--- src/rtl/slow_timer_pkg.sv ---
package slow_timer_pkg;
  localparam int ADDR_W = 3;
  typedef logic [ADDR_W-1:0] addr_t;

  localparam addr_t ADR_MODE  = 3'd0;
  localparam addr_t ADR_PER   = 3'd1;
  localparam addr_t ADR_ALARM = 3'd2;
  localparam addr_t ADR_CNT   = 3'd3;
  localparam addr_t ADR_STS   = 3'd4;
  localparam addr_t ADR_IEN_S = 3'd5;
  localparam addr_t ADR_IEN_C = 3'd6;
  localparam addr_t ADR_MASK  = 3'd7;

  localparam int ST_W    = 4;
  localparam int SB_PIT  = 0;
  localparam int SB_WDOG = 1;
  localparam int SB_INC  = 2;
  localparam int SB_ALM  = 3;
endpackage

--- src/rtl/st_edge_sync.sv ---
module st_edge_sync #(
  parameter int STAGES = 2
) (
  input  logic clk,
  input  logic rst_n,
  input  logic async_i,
  output logic rise_o
);
  logic [STAGES:0] sh_q;
  logic [STAGES:0] sh_d;

  always_comb sh_d = {sh_q[STAGES-1:0], async_i};

  always_ff @(posedge clk or negedge rst_n) begin
    if (!rst_n) sh_q <= '0;
    else        sh_q <= sh_d;
  end

  assign rise_o = sh_q[STAGES-1] & ~sh_q[STAGES];
endmodule

--- src/rtl/st_rtc.sv ---
module st_rtc #(
  parameter int CNT_W   = 20,
  parameter int PRE_W   = 16,
  parameter int PRE_RST = 32768
) (
  input  logic             clk,
  input  logic             rst_n,
  input  logic             tick_i,
  input  logic             pre_wr_i,
  input  logic [PRE_W-1:0] pre_wdata_i,
  output logic [PRE_W-1:0] pre_o,
  output logic [CNT_W-1:0] cnt_o,
  output logic             inc_o
);
  logic [PRE_W-1:0] pre_q, pre_d, div_q, div_d;
  logic [CNT_W-1:0] cnt_q, cnt_d;
  logic             en, div_end;

  assign div_end = (div_q == PRE_W'(pre_q - 1'b1));
  assign en      = pre_wr_i | tick_i;

  always_comb begin
    pre_d = pre_q;
    div_d = div_q;
    cnt_d = cnt_q;
    inc_o = 1'b0;
    if (pre_wr_i) begin
      pre_d = pre_wdata_i;
      div_d = '0;
      cnt_d = '0;
    end else if (tick_i) begin
      if (div_end) begin
        div_d = '0;
        cnt_d = CNT_W'(cnt_q + 1'b1);
        inc_o = 1'b1;
      end else begin
        div_d = PRE_W'(div_q + 1'b1);
      end
    end
  end

  always_ff @(posedge clk or negedge rst_n) begin
    if (!rst_n) begin
      pre_q <= PRE_W'(PRE_RST);
      div_q <= '0;
      cnt_q <= '0;
    end else if (en) begin
      pre_q <= pre_d;
      div_q <= div_d;
      cnt_q <= cnt_d;
    end
  end

  assign pre_o = pre_q;
  assign cnt_o = cnt_q;
endmodule

--- src/rtl/st_pit.sv ---
module st_pit #(
  parameter int PIT_W = 16
) (
  input  logic             clk,
  input  logic             rst_n,
  input  logic             tick_i,
  input  logic             per_wr_i,
  input  logic [PIT_W-1:0] per_wdata_i,
  output logic [PIT_W-1:0] per_o,
  output logic             fire_o
);
  logic [PIT_W-1:0] per_q, per_d, pc_q, pc_d;
  logic             en, pc_end;

  assign pc_end = (pc_q == PIT_W'(per_q - 1'b1));
  assign en     = per_wr_i | tick_i;

  always_comb begin
    per_d  = per_q;
    pc_d   = pc_q;
    fire_o = 1'b0;
    if (per_wr_i) begin
      per_d = per_wdata_i;
      pc_d  = '0;
    end else if (tick_i) begin
      if (pc_end) begin
        pc_d   = '0;
        fire_o = 1'b1;
      end else begin
        pc_d = PIT_W'(pc_q + 1'b1);
      end
    end
  end

  always_ff @(posedge clk or negedge rst_n) begin
    if (!rst_n) begin
      per_q <= '0;
      pc_q  <= '0;
    end else if (en) begin
      per_q <= per_d;
      pc_q  <= pc_d;
    end
  end

  assign per_o = per_q;
endmodule

--- src/rtl/slow_timer.sv ---
module slow_timer
  import slow_timer_pkg::*;
#(
  parameter int CNT_W       = 20,
  parameter int PRE_W       = 16,
  parameter int PIT_W       = 16,
  parameter int DATA_W      = 32,
  parameter int SYNC_STAGES = 2,
  parameter int PRE_RST     = 32768
) (
  input  logic              clk,
  input  logic              rst_n,
  input  logic              slow_clk,
  input  logic              wdog_ovf,
  input  logic              bus_sel,
  input  logic              bus_wr,
  input  logic [ADDR_W-1:0] bus_addr,
  input  logic [DATA_W-1:0] bus_wdata,
  output logic [DATA_W-1:0] bus_rdata,
  output logic              irq
);
  logic [1:0]       rs_q;
  logic             rst_q_n;
  logic             tick_w, inc_w, pit_fire;
  logic [PRE_W-1:0] pre_w;
  logic [PIT_W-1:0] per_w;
  logic [CNT_W-1:0] cnt_w;
  logic [CNT_W-1:0] alarm_q, alarm_d;
  logic [ST_W-1:0]  sts_q, sts_d, ien_q, ien_d, ev_w;
  logic             wr_hit, rd_hit, mode_wr, per_wr, alm_wr;
  logic             ien_set_wr, ien_clr_wr, rd_sts, alm_hit;
  logic             sts_en, ien_en;
  logic             unused_wdata;

  assign unused_wdata = ^bus_wdata;

  always_ff @(posedge clk or negedge rst_n) begin
    if (!rst_n) rs_q <= '0;
    else        rs_q <= {rs_q[0], 1'b1};
  end
  assign rst_q_n = rs_q[1];

  assign wr_hit     = bus_sel & bus_wr;
  assign rd_hit     = bus_sel & ~bus_wr;
  assign mode_wr    = wr_hit & (bus_addr == ADR_MODE);
  assign per_wr     = wr_hit & (bus_addr == ADR_PER);
  assign alm_wr     = wr_hit & (bus_addr == ADR_ALARM);
  assign ien_set_wr = wr_hit & (bus_addr == ADR_IEN_S);
  assign ien_clr_wr = wr_hit & (bus_addr == ADR_IEN_C);
  assign rd_sts     = rd_hit & (bus_addr == ADR_STS);

  st_edge_sync #(.STAGES(SYNC_STAGES)) u_sync (
    .clk(clk), .rst_n(rst_q_n), .async_i(slow_clk), .rise_o(tick_w)
  );

  st_rtc #(.CNT_W(CNT_W), .PRE_W(PRE_W), .PRE_RST(PRE_RST)) u_rtc (
    .clk(clk), .rst_n(rst_q_n), .tick_i(tick_w), .pre_wr_i(mode_wr),
    .pre_wdata_i(bus_wdata[PRE_W-1:0]), .pre_o(pre_w), .cnt_o(cnt_w),
    .inc_o(inc_w)
  );

  st_pit #(.PIT_W(PIT_W)) u_pit (
    .clk(clk), .rst_n(rst_q_n), .tick_i(tick_w), .per_wr_i(per_wr),
    .per_wdata_i(bus_wdata[PIT_W-1:0]), .per_o(per_w), .fire_o(pit_fire)
  );

  assign alm_hit = inc_w & (CNT_W'(cnt_w + 1'b1) == alarm_q);

  always_comb begin
    ev_w          = '0;
    ev_w[SB_PIT]  = pit_fire;
    ev_w[SB_WDOG] = wdog_ovf;
    ev_w[SB_INC]  = inc_w;
    ev_w[SB_ALM]  = alm_hit;
  end

  // Clear first, then merge new events so a same-cycle event survives.
  always_comb begin
    sts_d   = (rd_sts ? '0 : sts_q) | ev_w;
    sts_en  = rd_sts | (|ev_w);
    ien_d   = ien_q;
    if (ien_set_wr) ien_d = ien_q | bus_wdata[ST_W-1:0];
    if (ien_clr_wr) ien_d = ien_q & ~bus_wdata[ST_W-1:0];
    ien_en  = ien_set_wr | ien_clr_wr;
    alarm_d = bus_wdata[CNT_W-1:0];
  end

  always_ff @(posedge clk or negedge rst_q_n) begin
    if (!rst_q_n) begin
      sts_q   <= '0;
      ien_q   <= '0;
      alarm_q <= '0;
    end else begin
      if (sts_en) sts_q   <= sts_d;
      if (ien_en) ien_q   <= ien_d;
      if (alm_wr) alarm_q <= alarm_d;
    end
  end

  always_comb begin
    bus_rdata = '0;
    if (rd_hit) begin
      case (bus_addr)
        ADR_MODE:  bus_rdata = DATA_W'(pre_w);
        ADR_PER:   bus_rdata = DATA_W'(per_w);
        ADR_ALARM: bus_rdata = DATA_W'(alarm_q);
        ADR_CNT:   bus_rdata = DATA_W'(cnt_w);
        ADR_STS:   bus_rdata = DATA_W'(sts_q);
        ADR_MASK:  bus_rdata = DATA_W'(ien_q);
        default:   bus_rdata = '0;
      endcase
    end
  end

  assign irq = |(sts_q & ien_q);
endmodule

--- config.mk ---
export PLATFORM = sky130hd
export DESIGN_NAME = slow_timer
export DESIGN_NICKNAME = d
export VERILOG_FILES = /design/src/rtl/slow_timer_pkg.sv /design/src/rtl/st_edge_sync.sv /design/src/rtl/st_rtc.sv /design/src/rtl/st_pit.sv /design/src/rtl/slow_timer.sv
export SDC_FILE = /design/constraint.sdc
export NUM_CORES = 1
export LEC_CHECK = 0
export ABC_AREA = 1
export ABC_CLOCK_PERIOD_IN_PS = 3200
export BUFFER_PORTS_ARGS = -buffer_cell sky130_fd_sc_hd__buf_2
export CORE_ASPECT_RATIO = 0.6
export CORE_MARGIN = 8
export CORE_UTILIZATION = 40
export DETAILED_ROUTE_END_ITERATION = 6
export PLACE_DENSITY = 0.65
export SLEW_MARGIN = 10
export SYNTH_ARGS = -nofsm -noshare
export SYNTH_HDL_FRONTEND = slang
export SYNTH_SLANG_ARGS = --single-unit
--- constraint.sdc ---
create_clock -name clk -period 3.2 [get_ports clk]
set_input_delay 0.16 -clock clk [delete_from_list [all_inputs] [get_ports clk]]
set_output_delay 0.16 -clock clk [all_outputs]
set_load 0.02 [all_outputs]
# After elaboration in Yosys (flattened, before gate mapping)
# Cells that the tools add are included.
[word_totals]
in_bits = 41
ff_bits = 117
out_inout_bits = 33
[op_classes]
bitwise_logic = 21
n_eq_ne = 10
addsub = 5
muxes = 20
n_reduce_logical = 13
[ops]
columns = ["operator", "count"]
rows = [
  ["20-bit case mux with 6 select lines", 1],
  ["16-bit 2-to-1 mux", 6],
  ["20-bit 2-to-1 mux", 4],
  ["16-bit by 1-bit adder with 16-bit output, second input constant", 2],
  ["16-bit equality test", 2],
  ["16-bit by 1-bit subtractor with 16-bit output, second input constant", 2],
  ["20-bit by 1-bit adder with 20-bit output, second input constant", 1],
  ["20-bit equality test", 1],
  ["3-bit equality test, second input constant", 4],
  ["4-bit 2-to-1 mux", 3],
  ["1-bit bitwise AND", 10],
  ["2-bit AND reduction", 5],
  ["4-bit bitwise AND", 2],
  ["4-bit bitwise OR", 2],
  ["2-bit nonzero test", 4],
  ["4-bit OR reduction", 2],
  ["3-bit by 2-bit equality test with 1-bit output, second input constant", 2],
  ["1-bit 2-to-1 mux", 6],
  ["4-bit inverter", 1],
  ["1-bit bitwise OR", 4],
  ["3-bit by 1-bit equality test with 1-bit output, second input constant", 1],
  ["3-bit logical NOT", 1],
  ["3-bit AND reduction", 1],
  ["1-bit inverter", 2],
]

# Depth between registers and ports, before layout
# Gate-level depths: netlist of the first run.
[logic_depth]
word_depth = 8
ltp_mapped = 16

# Cells and area by module
# Synthesis of the first run repeated with hierarchy kept, for this count alone.
[unflattened]
hier_cells = 1368
area_unflattened_um2 = 9306.4
[by_module_without_submodules]
columns = ["module", "seq_area_each_um2", "instances", "area_each_um2", "cells_per_inst"]
rows = [
  ["st_rtc", 1302.5, 1, 4077.7, 596],
  ["slow_timer", 750.7, 1, 2805.2, 404],
  ["st_pit", 800.8, 1, 2338.5, 363],
  ["st_edge_sync", 75.1, 1, 85.1, 5],
]

# Worst setup path after synthesis of the first run
# Ideal clock, no wire load.
[synth_path]
path_kind = "register to register"
start = "reg u_rtc.pre_q[0] (netlist: u_rtc.pre_o[0])"
end = "reg u_rtc.cnt_q[17] (netlist: u_rtc.cnt_o[17])"
slack_ns = 1.252
period_less_slack_ns = 1.948
stages_incl_launch_ff = 14
t_arrival_ns = 1.831
path_buffers = 1
setup_time_ns = 0.117
path_cell_list = "dfrtp_1 -> inv_1 -> ha_1 -> nand3_2 -> nor2_4 -> xor2_1 -> nand3_1 -> nor2_2 -> nand3_2 -> nand2_4 -> nand2_4 -> buf_6 -> nand2_1 -> nand2_1"
[synth_between]
elab_chain_cells = 4
[synth_rtl]
columns = ["item", "line", "rtl"]
rows = [
  ["start, declared", "st_rtc.sv:15", "logic [PRE_W-1:0] pre_q, pre_d, div_q, div_d;"],
  ["start signal, assigned", "st_rtc.sv:44", "pre_q <= PRE_W'(PRE_RST);"],
  ["start signal, assigned", "st_rtc.sv:48", "pre_q <= pre_d;"],
  ["16-bit by 1-bit subtractor with 16-bit output", "st_rtc.sv:19", "assign div_end = (div_q == PRE_W'(pre_q - 1'b1));"],
  ["16-bit equality test", "st_rtc.sv:19", ""],
  ["2-bit nonzero test (no line)", "-", ""],
  ["3-bit AND reduction (no line)", "-", ""],
  ["end signal, assigned", "st_rtc.sv:50", "cnt_q <= cnt_d;"],
  ["end, declared", "st_rtc.sv:16", "logic [CNT_W-1:0] cnt_q, cnt_d;"],
]
# Every way passes these cells.
# A chain may end at the register's enable or synchronous reset.

# Worst setup path in the final report of the first run
[layout_path]
start = "reg u_rtc.pre_q[0] (netlist: u_rtc.pre_o[0])"
end = "reg u_rtc.cnt_q[0] (netlist: u_rtc.cnt_o[0])"
# Same word-level chain as after synthesis.

==> results of run 1 <==
power by group through the flow:
stage	sequential, uW	clock (uW)	combinational, uW
global route	2170	2050	1750
finish	2130	1950	1530
detailed placement	2140	0	1500
CTS	2120	1980	1520
floorplan	2020	0	1190
global placement	2130	0	1460
what timing repair did:
action	in CTS	in global routing
endpoints found under the hold margin	15	0
resized for setup	0	0
hold buffers	12	0
setup endpoints to repair	0	0
flip-flops by register name (all words and copies together), names as in the netlist, named ones only:
register,count
alarm_q,20
u_rtc.cnt_o,20
u_pit.pc_q,16
u_pit.per_o,16
u_rtc.div_q,16
u_rtc.pre_o,16
sts_q,4
u_sync.sh_q,3
rs_q,2
routing by layer:
| metal | up-vias | share of wire (%) | GRT usage, % |
|---|---|---|---|
| li1 | 3785 | - | - |
| met1 | 3635 | 52 | 31.7 |
| met2 | 290 | 38 | 25.2 |
| met3 | 17 | 8.9 | 5.55 |
| met4 | 0 | 0.94 | 4.64 |
| met5 | - | 0 | 0 |
synth_stat cells (3+ instances only):
cell type  instances
nor2_1           141
a221oi_1          12
nand4_1           18
buf_4             14
xor2_1            33
nand2_2            5
nand3b_1          20
nand3_1           67
dfrtp_1          116
o22ai_1           24
o21ai_0           65
nor2_4             5
xnor2_1           28
inv_2              7
nand3_2            3
nor4_1             6
nand2_1          361
a21oi_1           15
nor2_2            12
o21ai_1            9
inv_1            122
or2_2              5
nor3_1             6
a22oi_1            4
clkbuf_1          20
ha_1               5
buf_6              5
buf_2              8
per-stage QoR:
| step | setup slack (ps) | area (um^2) | instances | utilization (%) | hold slack (ps) |
|---|---|---|---|---|---|
| 2_1_floorplan | 1250 | 8010 | 1168 | - | -136 |
| 3_3_place_gp | 626 | 8410 | 1453 | 42.6 | -53.7 |
| 3_5_place_dp | 598 | 8410 | 1453 | 42.6 | -53.0 |
| 4_1_cts | 579 | 9130 | 1497 | 46.2 | 19.1 |
| 5_1_grt | 273 | 9130 | 1497 | 46.2 | 44.3 |
| 6_report | 544 | 9130 | 1497 | 46.2 | 45.5 |
cell families (layout without fill, tap and decap cells):
family                     after synthesis  count (layout)  synth area share (%)
AOI/OAI and AO/OA                      137             137                  9.97
xor gates and xnor gates                62              62                  6.99
adders and majority gates                5               5                 0.785
buffers and inverters                  177             233                  9.61
DFF                                    117             117                  36.8
muxes                                    2               2                 0.283
other                                    2              13                0.0943
and+or+nand+nor                        655             655                  35.5
area by class of cell:
cell class	instances	area [um^2]
fillers	2032	10600
multi-input cells	874	4310
flip-flops and latches	117	2930
clock buffers	24	502
inverters	129	484
repair buffers	72	460
well taps	273	342
clock inverters	8	97.6
path summary, 6_finish.rpt:
| kind | to | slack [ps] | depth (start not counted) |
|---|---|---|---|
| setup / recovery | u_rtc.cnt_o[0] | 540 | 15 |
| hold / removal | rs_q[1] | 50 | 2 |
| setup reg to reg | u_rtc.cnt_o[0] | 540 | 15 |
| hold reg to reg | rs_q[1] | 350 | 0 |
| max in group asynchronous | u_rtc.pre_o[15] | 1990 | 1 |
| min in group clk | alarm_q[3] | 50 | 3 |
cell usage in the layout, fill, tap and decap left out, types with 5 or more instances in the layout:
master         instances
o22ai_1               24
buf_4                 10
clkbuf_16             17
nor4_1                 6
nand2_2                5
o21ai_0               65
nand2_1              361
nor3_1                 6
ha_1                   5
clkbuf_8               5
xnor2_1               28
nor2_4                 5
a221oi_1              12
nand4_1               18
buf_2                 49
nand3b_1              20
inv_2                  7
or2_2                  5
conb_1                13
nand3_1               67
dlygate4sd3_1         12
xor2_1                33
nor2_1               141
a21oi_1               15
inv_1                122
dfrtp_1              115
nor2_2                12
o21ai_1                9
==> out/summary.txt, run 1 <==
Final ANT Viol Nets - 0
Ys flop type - dfrtp_1
Fin crit period - 2660 ps
Setup crit start kind - flop
H-Tree Depth - 4
Std-Cell Rows - 40
Worst path required time - 3510 ps
DRT Pass-1 Iters - 5
First-iteration detailed-routing DRC count - 805
CP peak stage delay - 370 ps
Net Switching - 2040 uW
Full die area - 24,800 um^2
Max-cap violations - 0
Slew margin rel. - 41.9%
Global-route wire length before repair - 39,000 um
Dominant cells by area after synthesis - dfrtp_1, nand2_1, nor2_1
Sequential Power Share - 37.9%
Leak pwr - 0.00446 uW
Max IR drop VDD - 0.400 mV
CP top delay family - simple AND/OR/NAND/NOR gates
Clock buffer depth - 2
Core area - 19,800 um^2
Cells after Synth - 1,157
Yosys reg bits - 117
FMAX - 376 MHz
Crit Path Class - flop to flop
Asr flop ratio synth - 100%
Gr usage total - 19.9%
Fraction of layout cells with a size suffix above 1 - 11.1%
Skew-Pair Late Insertion Delay - 420 ps
CP Launch Point - u_rtc.pre_o[0]
Synth Cell Area - 7970 um^2
Clock power share - 34.7%
Synth-to-Final Area Change - 14.6%
Die Ht - 125 um
Root Buffer - clkbuf_16
Reg-to-reg startpoint - u_rtc.pre_o[0]
Yosys warns - 0
Post-detail-place hpwl - 18,100 um
CTS clk-pin slew, worst paths - 50 ps
Nets - 1,257
Die width - 198 um
Via-per-instance ratio - 5.16
Status - finished clean
Sw Ratio - 36.3%
Critical Path AT - 2960 ps
Initial antenna violation count - 0
PortBufs - 49
Final slew viol count - 0
Logic gate share of total power - 27.3%
Placer Congestion - 0.936
Area leader, netlist - dfrtp_1
DRC errors left - 0
Syn avg cell area - 6.89 um^2
Routed WL per cell - 16.3 um
CP most frequent cell - nand2_1
Final setup viols - 0
Largest net degree at the start of global routing - 56
Antenna Cells - 0
CTS tree - built
HP Class - input pin to asynchronous set/reset pin
Total CTS buffers - 17
Post-CTS Setup Inserts - 0
Setup TNS - 0 ps
Slew @ Worst Pin - 870 ps
Initial Utilization - 40.3%
Via count - 7,727
Total power - 5610 uW
Worst-path fanout max - 21
Vias in the first global route - 6,990
Congestion Overflow GR - 0
CP bufs+invs - 2
Period utilisation layout - 83.0%
Sequential area share after synthesis - 36.8%
Synth unique cells - 42
P_int - 3570 uW
CP max-delay cell - dfrtp_1
CTS Sinks - 117
Routed wire length - 24,400 um
Num ports - 74
EDFF count, synth - 0
RSZ-0062 raised after global routing - false
Synth top area share - 36.4%
Power Density - 614 nW/um^2
Clock skew - 6.55 ps
Cell-by-cell trace of the critical path - inv_1 -> ha_1 -> nand3_2 -> nor2_4 -> nand2_1 -> nand2_1 -> nand2_1 -> inv_1 -> nand2_1 -> nor2_2 -> nand3_2 -> nand2_4 -> nand2_4 -> nand2_1 -> nand2_1
Crit path capture type - flop
Fin. Hold Viols - 0
No activity file was read; power rests on OpenSTA's default activity.
==> run 2: changes to the inputs <==
--- a/config.mk
+++ b/config.mk
@@ -5,14 +5,14 @@
 export SDC_FILE = /design/constraint.sdc
 export NUM_CORES = 1
 export LEC_CHECK = 0
-export ABC_AREA = 1
-export ABC_CLOCK_PERIOD_IN_PS = 3200
+export ABC_AREA = 0
+export ABC_CLOCK_PERIOD_IN_PS = 2600
 export BUFFER_PORTS_ARGS = -buffer_cell sky130_fd_sc_hd__buf_2
 export CORE_ASPECT_RATIO = 0.6
 export CORE_MARGIN = 8
 export CORE_UTILIZATION = 40
 export DETAILED_ROUTE_END_ITERATION = 6
-export PLACE_DENSITY = 0.65
+export PLACE_DENSITY = 0.63
 export SLEW_MARGIN = 10
 export SYNTH_ARGS = -nofsm -noshare
 export SYNTH_HDL_FRONTEND = slang
==> constraint.sdc (replaced) <==
create_clock -name clk -period 2.6 [get_ports clk]
set_input_delay 0.13 -clock clk [delete_from_list [all_inputs] [get_ports clk]]
set_output_delay 0.13 -clock clk [all_outputs]
set_load 0.02 [all_outputs]
==> run 2 against run 1 <==
  * The flow now finishes with violations (setup timing)
  * Wire length rose by 3.8%
  * Critical path depth fell by 6
  * Non-clock buffer count rose by 108
  * First-iteration DRC count fell by 8.1%
  * Global-route usage rose by 0.64 points
  * Clock power rose by 19%
  * Maximum frequency fell by 3.6%
  * Critical path type unchanged
  * Critical endpoint is now u_rtc.cnt_o[16]
==> out/summary.txt, run 2 <==
CP peak stage delay - 530 ps (+160 ps)
Top cells by count, synth - nand2_1, dfrtp_1, nor2_1, clkbuf_1, xor2_1
Largest net degree at the start of global routing - 52 (-7.1%)
CP top delay family - simple AND/OR/NAND/NOR gates
Fin crit period - 2750 ps (+98.4 ps)
Leak pwr - 0.00441 uW (-1.2%)
CTS Sinks - 117 (unchanged)
Cell-by-cell trace of the critical path - or4_4 -> buf_4 -> nor4b_4 -> a31oi_2 -> o311ai_4 -> nand4b_4 -> buf_12 -> or4_4 -> o21ai_1
Worst path required time - 2970 ps (-540 ps)
Nets - 1,043 (-17%)
Clock buffer depth - 2 (unchanged)
Critical Path AT - 3120 ps (+160 ps)
Full die area - 24,200 um^2 (-2.4%)
Slew @ Worst Pin - 758 ps (-112 ps)
Max IR drop VDD - 0.526 mV (+32%)
Logic gate share of total power - 32.9% (+5.6 points)
Post-detail-place hpwl - 17,900 um (-1.1%)
Sequential Power Share - 34.8% (-3.1 points)
HP Class - input pin to asynchronous set/reset pin
RSZ-0062 raised after global routing - true
Via count - 7,231 (-6.4%)
EDFF count, synth - 0 (unchanged)
Core area - 19,000 um^2 (-3.7%)
Synth Cell Area - 7750 um^2 (-2.7%)
Clock skew - 9.05 ps (+2.49 ps)
Final slew viol count - 0 (unchanged)
Synth unique cells - 66 (+57%)
Global-route wire length before repair - 38,700 um (-0.78%)
Synth-to-Final Area Change - 32.0%
DRT Pass-1 Iters - 5 (unchanged)
Net Switching - 2520 uW (+24%)
Initial Utilization - 40.7% (+0.45 points)
Vias in the first global route - 6,563 (-6.1%)
Count leader, synth - nand2_1
DRC errors left - 0 (unchanged)
Yosys reg bits - 117 (unchanged)
PortBufs - 49 (unchanged)
Slew margin rel. - 49.5% (+7.5 points)
Std-Cell Rows - 39 (-2.5%)
Setup TNS - -3150 ps (-3150 ps)
Clock power share - 32.3% (-2.4 points)
Yosys warns - 0 (unchanged)
H-Tree Depth - 4 (unchanged)
CTS clk-pin slew, worst paths - 60 ps (about the same)
FMAX - 363 MHz (-3.6%)
CP bufs+invs - 2 (unchanged)
Congestion Overflow GR - 0 (unchanged)
Failing checks - setup timing
Via-per-instance ratio - 5.76 (+12%)
Sequential area share after synthesis - 37.8% (+1.0 points)
Asr flop ratio synth - 100% (unchanged)
Routed WL per cell - 20.2 um (+24%)
P_int - 4680 uW (+31%)
Status - complete, but fails checks
Final setup viols - 35 (+35)
Final ANT Viol Nets - 0 (unchanged)
Fin. Hold Viols - 0 (unchanged)
Num ports - 74 (unchanged)
CTS tree - built
Most frequent cells in the layout - nand2_1, dfrtp_1, buf_4
Area leader, netlist - dfrtp_1
Die width - 196 um (-1.2%)
Final core occ - 53.8% (+7.6 points)
Fillers - 1,664 (-18%)
Antenna Cells - 0 (unchanged)
Skew-Pair Late Insertion Delay - 430 ps (about the same)
Max-cap violations - 0 (unchanged)
Most common cell after layout, fill and taps aside - nand2_1
Placer Congestion - 0.922 (-1.5%)
Period utilisation layout - 106% (+23 points)
Fraction of layout cells with a size suffix above 1 - 30.8% (+20 points)
Cells after Synth - 856 (-26%)
Worst-path fanout max - 16 (-24%)
First-iteration detailed-routing DRC count - 740 (-8.1%)
Crit path capture type - flop
Power Density - 704 nW/um^2 (+15%)
CP max-delay cell - or4_4
Worst setup margin - -155 ps (-698 ps)
Dominant cells by area after synthesis - dfrtp_1, nand2_1, xor2_1
Crit Path Class - flop to flop
Synth top area share - 37.4% (+1.0 points)
Initial antenna violation count - 0 (unchanged)
WHS - 16.7 ps (-28.8 ps)
Die Ht - 124 um (-1.2%)
Ys flop type - dfrtp_1
Setup crit start kind - flop
Gr usage total - 20.5% (+0.64 points)
Sw Ratio - 35.0% (-1.3 points)
Routed wire length - 25,300 um (+3.8%)
Total CTS buffers - 17 (unchanged)
Syn avg cell area - 9.06 um^2 (+32%)
CP most frequent cell - or4_4
Root Buffer - clkbuf_16
==> run 2: changes by cell type in the layout (fill, tap and decap cells not counted), sizes merged, moves of 18 or more <==
cell,before,now
nand2,368,118
o22ai,24,3
o21ai,74,27
nor2b,0,18
nand3,70,30
inv,129,17
o211ai,0,18
buf,60,156
nor2,158,69
mux2,2,33
==> run 2: cell type report <==
type	count	area, um^2	area share (%)
Timing Repair Buffer	180	1380	13.5
Tap cell	246	308	3.01
Inverter	17	63.8	0.623
Sequential cell	117	2940	28.7
Multi-Input combinational cell	664	4970	48.5
Clock inverter	8	72.6	0.709
Clock buffer	24	502	4.90
==> run 2: worst paths after layout <==
check,end,startpoint,slack (ps),depth (start not counted)
worst max-delay path,u_rtc.cnt_o[16],u_rtc.pre_o[0],-150,9
worst min-delay path,rs_q[1],rst_n,20,2
worst min register to register,u_sync.sh_q[2],rs_q[1],230,0
min in group clk,u_pit.per_o[1],bus_wdata[1],50,3
worst max register to register,u_rtc.cnt_o[16],u_rtc.pre_o[0],-150,9
max in group asynchronous,u_rtc.pre_o[5],rs_q[1],1670,1
==> run 2: logic make-up after synthesis <==
logic type               Yosys count  synth area share, %
AND/OR/NAND/NOR                  368                 24.2
buffers and inverters             86                 4.99
other                              2               0.0968
adder cells (fa/ha/maj)            5                0.807
multiplexers                      61                 10.8
flip-flops                       117                 37.8
XOR/XNOR                          83                 9.37
AO/OA/AOI/OAI                    134                 12.0
==> run 2: routing by layer <==
metal | wire [um] | GRT usage (%) | vias up | part of all wire, %
met1 | 12700 | 32.3 | 3539 | 50
met3 | 2500 | 6.45 | 24 | 9.9
met5 | 0 | 0 | - | 0
li1 | - | - | 3337 | -
met2 | 9890 | 26.1 | 331 | 39
met4 | 289 | 4.86 | 0 | 1.1
==> run 2: power groups by stage <==
| stage | Combinational (uW) | Sequential (uW) | Clock [uW] |
|---|---|---|---|
| 2_1_floorplan | 1390 | 2380 | 0 |
| 3_3_place_gp | 2000 | 2500 | 0 |
| 3_5_place_dp | 2020 | 2510 | 0 |
| 4_1_cts | 2090 | 2490 | 2350 |
| 5_1_grt | 2570 | 2550 | 2440 |
| 6_report | 2370 | 2510 | 2330 |
==> run 2: metrics by stage <==
step | instance area, um^2 | setup WS, ps | instances | total power (uW)
global route | 10200 | -219 | 1256 | 7560
detailed placement | 8830 | -185 | 1188 | 4530
CTS | 9680 | -47.9 | 1243 | 6930
floorplan | 7860 | -126 | 867 | 3770
finish | 10200 | -155 | 1256 | 7200
global placement | 8830 | -121 | 1188 | 4500
==> run 2: repair_timing <==
| item | 4_1_cts | 5_1_grt |
|---|---|---|
| resized for setup | 10 | 99 |
| cloned | 0 | 4 |
| pin swaps | 3 | 36 |
| hold endpoints to repair | 44 | 0 |
| endpoints found under the setup margin | 27 | 55 |
| buffers inserted | 1 | 9 |
| hold buffers | 22 | 0 |
==> run 2: worst reg2reg max path: cells and delay by family, from the launching register on <==
family,cells,cell delay (ps)
compound gates,3,470
buf+inv,2,360
flops,1,430
simple gates,4,1420
==> run 3: changes to the inputs <==
--- a/config.mk
+++ b/config.mk
@@ -7,13 +7,14 @@
 export LEC_CHECK = 0
 export ABC_AREA = 0
 export ABC_CLOCK_PERIOD_IN_PS = 2600
-export BUFFER_PORTS_ARGS = -buffer_cell sky130_fd_sc_hd__buf_2
+export BUFFER_PORTS_ARGS = -buffer_cell sky130_fd_sc_hd__clkbuf_2
 export CORE_ASPECT_RATIO = 0.6
 export CORE_MARGIN = 8
 export CORE_UTILIZATION = 40
 export DETAILED_ROUTE_END_ITERATION = 6
-export PLACE_DENSITY = 0.63
+export PLACE_DENSITY = 0.62
 export SLEW_MARGIN = 10
 export SYNTH_ARGS = -nofsm -noshare
 export SYNTH_HDL_FRONTEND = slang
+export SYNTH_HIERARCHICAL = 1
 export SYNTH_SLANG_ARGS = --single-unit
==> run 3 against run 2 <==
  * The flow still finishes with violations (setup timing)
  * Final area increased by 4.9%
  * Combinational power increased by 22%
  * Maximum frequency decreased by 17%
  * Worst hold slack got worse by 3.0 ps
  * Area after synthesis increased by 2.5%
  * Sequential cell count unchanged
  * Clock power increased by 12%
  * Non-clock buffer count increased by 18
  * Count of clock-buffer cells in the layout unchanged
  * Final cell count increased by 3.3%
  * Global-route usage increased by 1.0 points
  * Die area increased by 2.3%
  * Critical path type unchanged
  * Highest routed layer unchanged
==> out/summary.txt, run 3 <==
R2R depth - 12 (+3)
Initial Utilization - 40.2% (-0.52 points)
Congestion Overflow GR - 0 (unchanged)
Clock buffer depth - 2 (unchanged)
Sw Ratio - 34.4% (-0.55 points)
Fraction of layout cells with a size suffix above 1 - 34.8% (+4.0 points)
HP Class - input pin to flop
R2R Setup Slk - -710 ps (-550 ps)
Placer Congestion - 0.895 (-2.9%)
Routed WL per cell - 20.6 um (+2.2%)
Max-cap violations - 0 (unchanged)
Dominant cells by area after synthesis - dfrtp_1, mux2_2, xnor2_1
Final ANT Viol Nets - 0 (unchanged)
Std-Cell Rows - 40 (+2.6%)
Sequential area share after synthesis - 36.8% (-0.94 points)
Worst-path fanout max - 2 (-14)
Gr usage total - 21.6% (+1.0 points)
Setup crit start kind - flop
Area leader, netlist - dfrtp_1
P_int - 5290 uW (+13%)
Crit Path Class - flop to flop
Post-detail-place hpwl - 19,000 um (+6.3%)
Core area - 19,800 um^2 (+3.9%)
Yosys reg bits - 117 (unchanged)
DRT Pass-1 Iters - 5 (unchanged)
Synth top area share - 36.5% (-0.93 points)
Asr flop ratio synth - 100% (unchanged)
Hold Path Sink - alarm_q[5]
Critical Path AT - 3640 ps (+520 ps)
Min-delay src - bus_wdata[5]
Vias in the first global route - 7,314 (+11%)
Count leader, synth - dfrtp_1
PortBufs - 49 (unchanged)
First-iteration detailed-routing DRC count - 659 (-11%)
Cells after Synth - 840 (-1.9%)
Slew @ Worst Pin - 718 ps (-40.2 ps)
Period utilisation layout - 127% (+21 points)
Synth Cell Area - 7950 um^2 (+2.5%)
Logic gate share of total power - 35.8% (+2.9 points)
Via count - 7,557 (+4.5%)
Hold path depth - 2
Fin. Hold Viols - 0 (unchanged)
Net Switching - 2780 uW (+10%)
Die Ht - 125 um (+1.1%)
Placed instance count - 1,235 (+4.0%)
Final slew viol count - 0 (unchanged)
Sequential Power Share - 31.7% (-3.1 points)
Most common cell after layout, fill and taps aside - buf_4
Ys flop type - dfrtp_1
Post-route non-filler standard cell count - 1,298 (+3.3%)
Skew-Pair Late Insertion Delay - 430 ps (about the same)
Largest net degree at the start of global routing - 50 (-3.8%)
Yosys warns - 6 (+6)
Leak pwr - 0.00441 uW (about the same)
Reg-to-reg startpoint - u_rtc/pre_o[11]
Initial antenna violation count - 0 (unchanged)
CTS clk-pin slew, worst paths - 60 ps (about the same)
Slew margin rel. - 52.1% (+2.7 points)
Total CTS buffers - 17 (unchanged)
Final core occ - 54.3% (+0.52 points)
CTS tree - built
Fin crit period - 3310 ps (+554 ps)
Nets - 1,059 (+1.5%)
RSZ-0062 raised after global routing - true
R2r endpoint - sts_q[3]
Full die area - 24,800 um^2 (+2.3%)
Routed wire length - 26,800 um (+5.7%)
FMAX - 302 MHz (-17%)
DRC errors left - 0 (unchanged)
Root Buffer - clkbuf_16
Num ports - 74 (unchanged)
Clock power share - 32.5% (+0.2 points)
Worst setup margin - -709 ps (-554 ps)
CTS Sinks - 117 (unchanged)
Most frequent cells in the layout - buf_4, dfrtp_1, nor2_1
Power Density - 751 nW/um^2 (+6.8%)
EDFF count, synth - 0 (unchanged)
Syn avg cell area - 9.47 um^2 (+4.5%)
Final setup viols - 52 (+49%)
Global-route wire length before repair - 42,100 um (+8.9%)
Top cells by count, synth - dfrtp_1, nor2_1, nand2_1, xnor2_1, xor2_1
Worst path required time - 2930 ps (-40 ps)
Via-per-instance ratio - 5.82 (+1.1%)
Status - complete, but fails checks
Synth-to-Final Area Change - 35.0%
H-Tree Depth - 4 (unchanged)
Synth unique cells - 80 (+21%)
Die width - 198 um (+1.2%)
Crit path capture type - flop
Clock skew - 7.94 ps (-1.11 ps)
CP Launch Point - u_rtc/pre_o[11]
Failing checks - setup timing
Max IR drop VDD - 0.504 mV (-4.3%)
Antenna Cells - 0 (unchanged)
[run 3: changes by cell type in the layout (fill, tap and decap cells not counted), moves of 8 or more]
cell,change
mux2_1,+9
mux2i_1,-8
buf_2,-49
nor2_1,+21
o211ai_1,-16
a21oi_2,+10
nor2_4,-15
buf_4,+21
dlygate4sd3_1,-8
nand2_1,-57
clkbuf_2,+49
nor4_1,+8
[run 3: logic make-up after synthesis]
| family | share of synthesized area [%] |
|---|---|
| xor+xnor | 9.58 |
| mux | 11.1 |
| fa+ha+maj | 0.944 |
| simple gates | 24.2 |
| other cells | 0.0944 |
| buf+inv | 4.37 |
| flops | 36.8 |
| compound gates | 12.9 |
[run 3: worst max-delay path: stages, from the launching register on]
cell and delay (ps):
dfrtp_1 390, nor4_2 330, buf_4 180, xnor2_1 60, or4b_4 560, a211oi_4 270, nand2_2 110, buf_4 170
nor3_4 130, nand4_1 160, a211oi_4 310, nand4_1 300, o31ai_2 250
[run 3: worst max-delay path by stage]
| stage | end | slack [ps] | cells past startpoint |
|---|---|---|---|
| final | sts_q[3] | -710 | 12 |
| after CTS | sts_q[3] | -620 | 12 |
| after detailed placement | sts_q[3] | -910 | 12 |
| after global routing | sts_q[3] | -870 | 12 |
| after floorplan | u_pit/pc_q[13] | -340 | 9 |
| after global placement | sts_q[3] | -920 | 12 |
[run 3: metrics by stage]
step	setup TNS (ps)	hold WS, ps	instance area (um^2)	total power, uW	worst slack [ps]
after CTS	-13720	1.31	10500	7890	-618
after global placement	-9130	-81.6	9330	5030	-919
final	-11300	13.7	10700	8070	-709
after detailed placement	-11090	-81.1	9330	5060	-913
after global routing	-16120	14.3	10700	8430	-872
after floorplan	-5000	-166	8090	4080	-341
[run 3: cell type report]
cell class / instances / area, um^2
Timing Repair Buffer: 198 / 1570
Multi-Input combinational cell: 661 / 5170
Tap cell: 273 / 342
Clock buffer: 24 / 512
Inverter: 17 / 63.8
Fill cell: 1740 / 9030
Sequential cell: 117 / 2940
Clock inverter: 8 / 143
[run 3: timing repair]
item	CTS	global route
endpoints found under the setup margin	54	54
hold endpoints to repair	23	0
pin swaps	30	9
resized for setup	59	42
cloned	4	1
hold buffers	14	0
setup buffers	3	10
[run 3: metal layers]
layer	part of all wire (%)	routed length, um	up-vias	GRT usage [%]
met5	0	0	-	0
met2	39	10500	408	27.8
met4	0.94	252	0	4.46
li1	-	-	3425	-
met1	49	13200	3698	33.8
met3	11	2820	26	6.67
[run 3: power groups by stage]
stage | Clock (uW) | Combinational [uW] | Sequential [uW]
after CTS | 2650 | 2710 | 2530
after detailed placement | 0 | 2510 | 2550
after global routing | 2730 | 3100 | 2600
final | 2620 | 2880 | 2560
after floorplan | 0 | 1550 | 2520
after global placement | 0 | 2480 | 2550
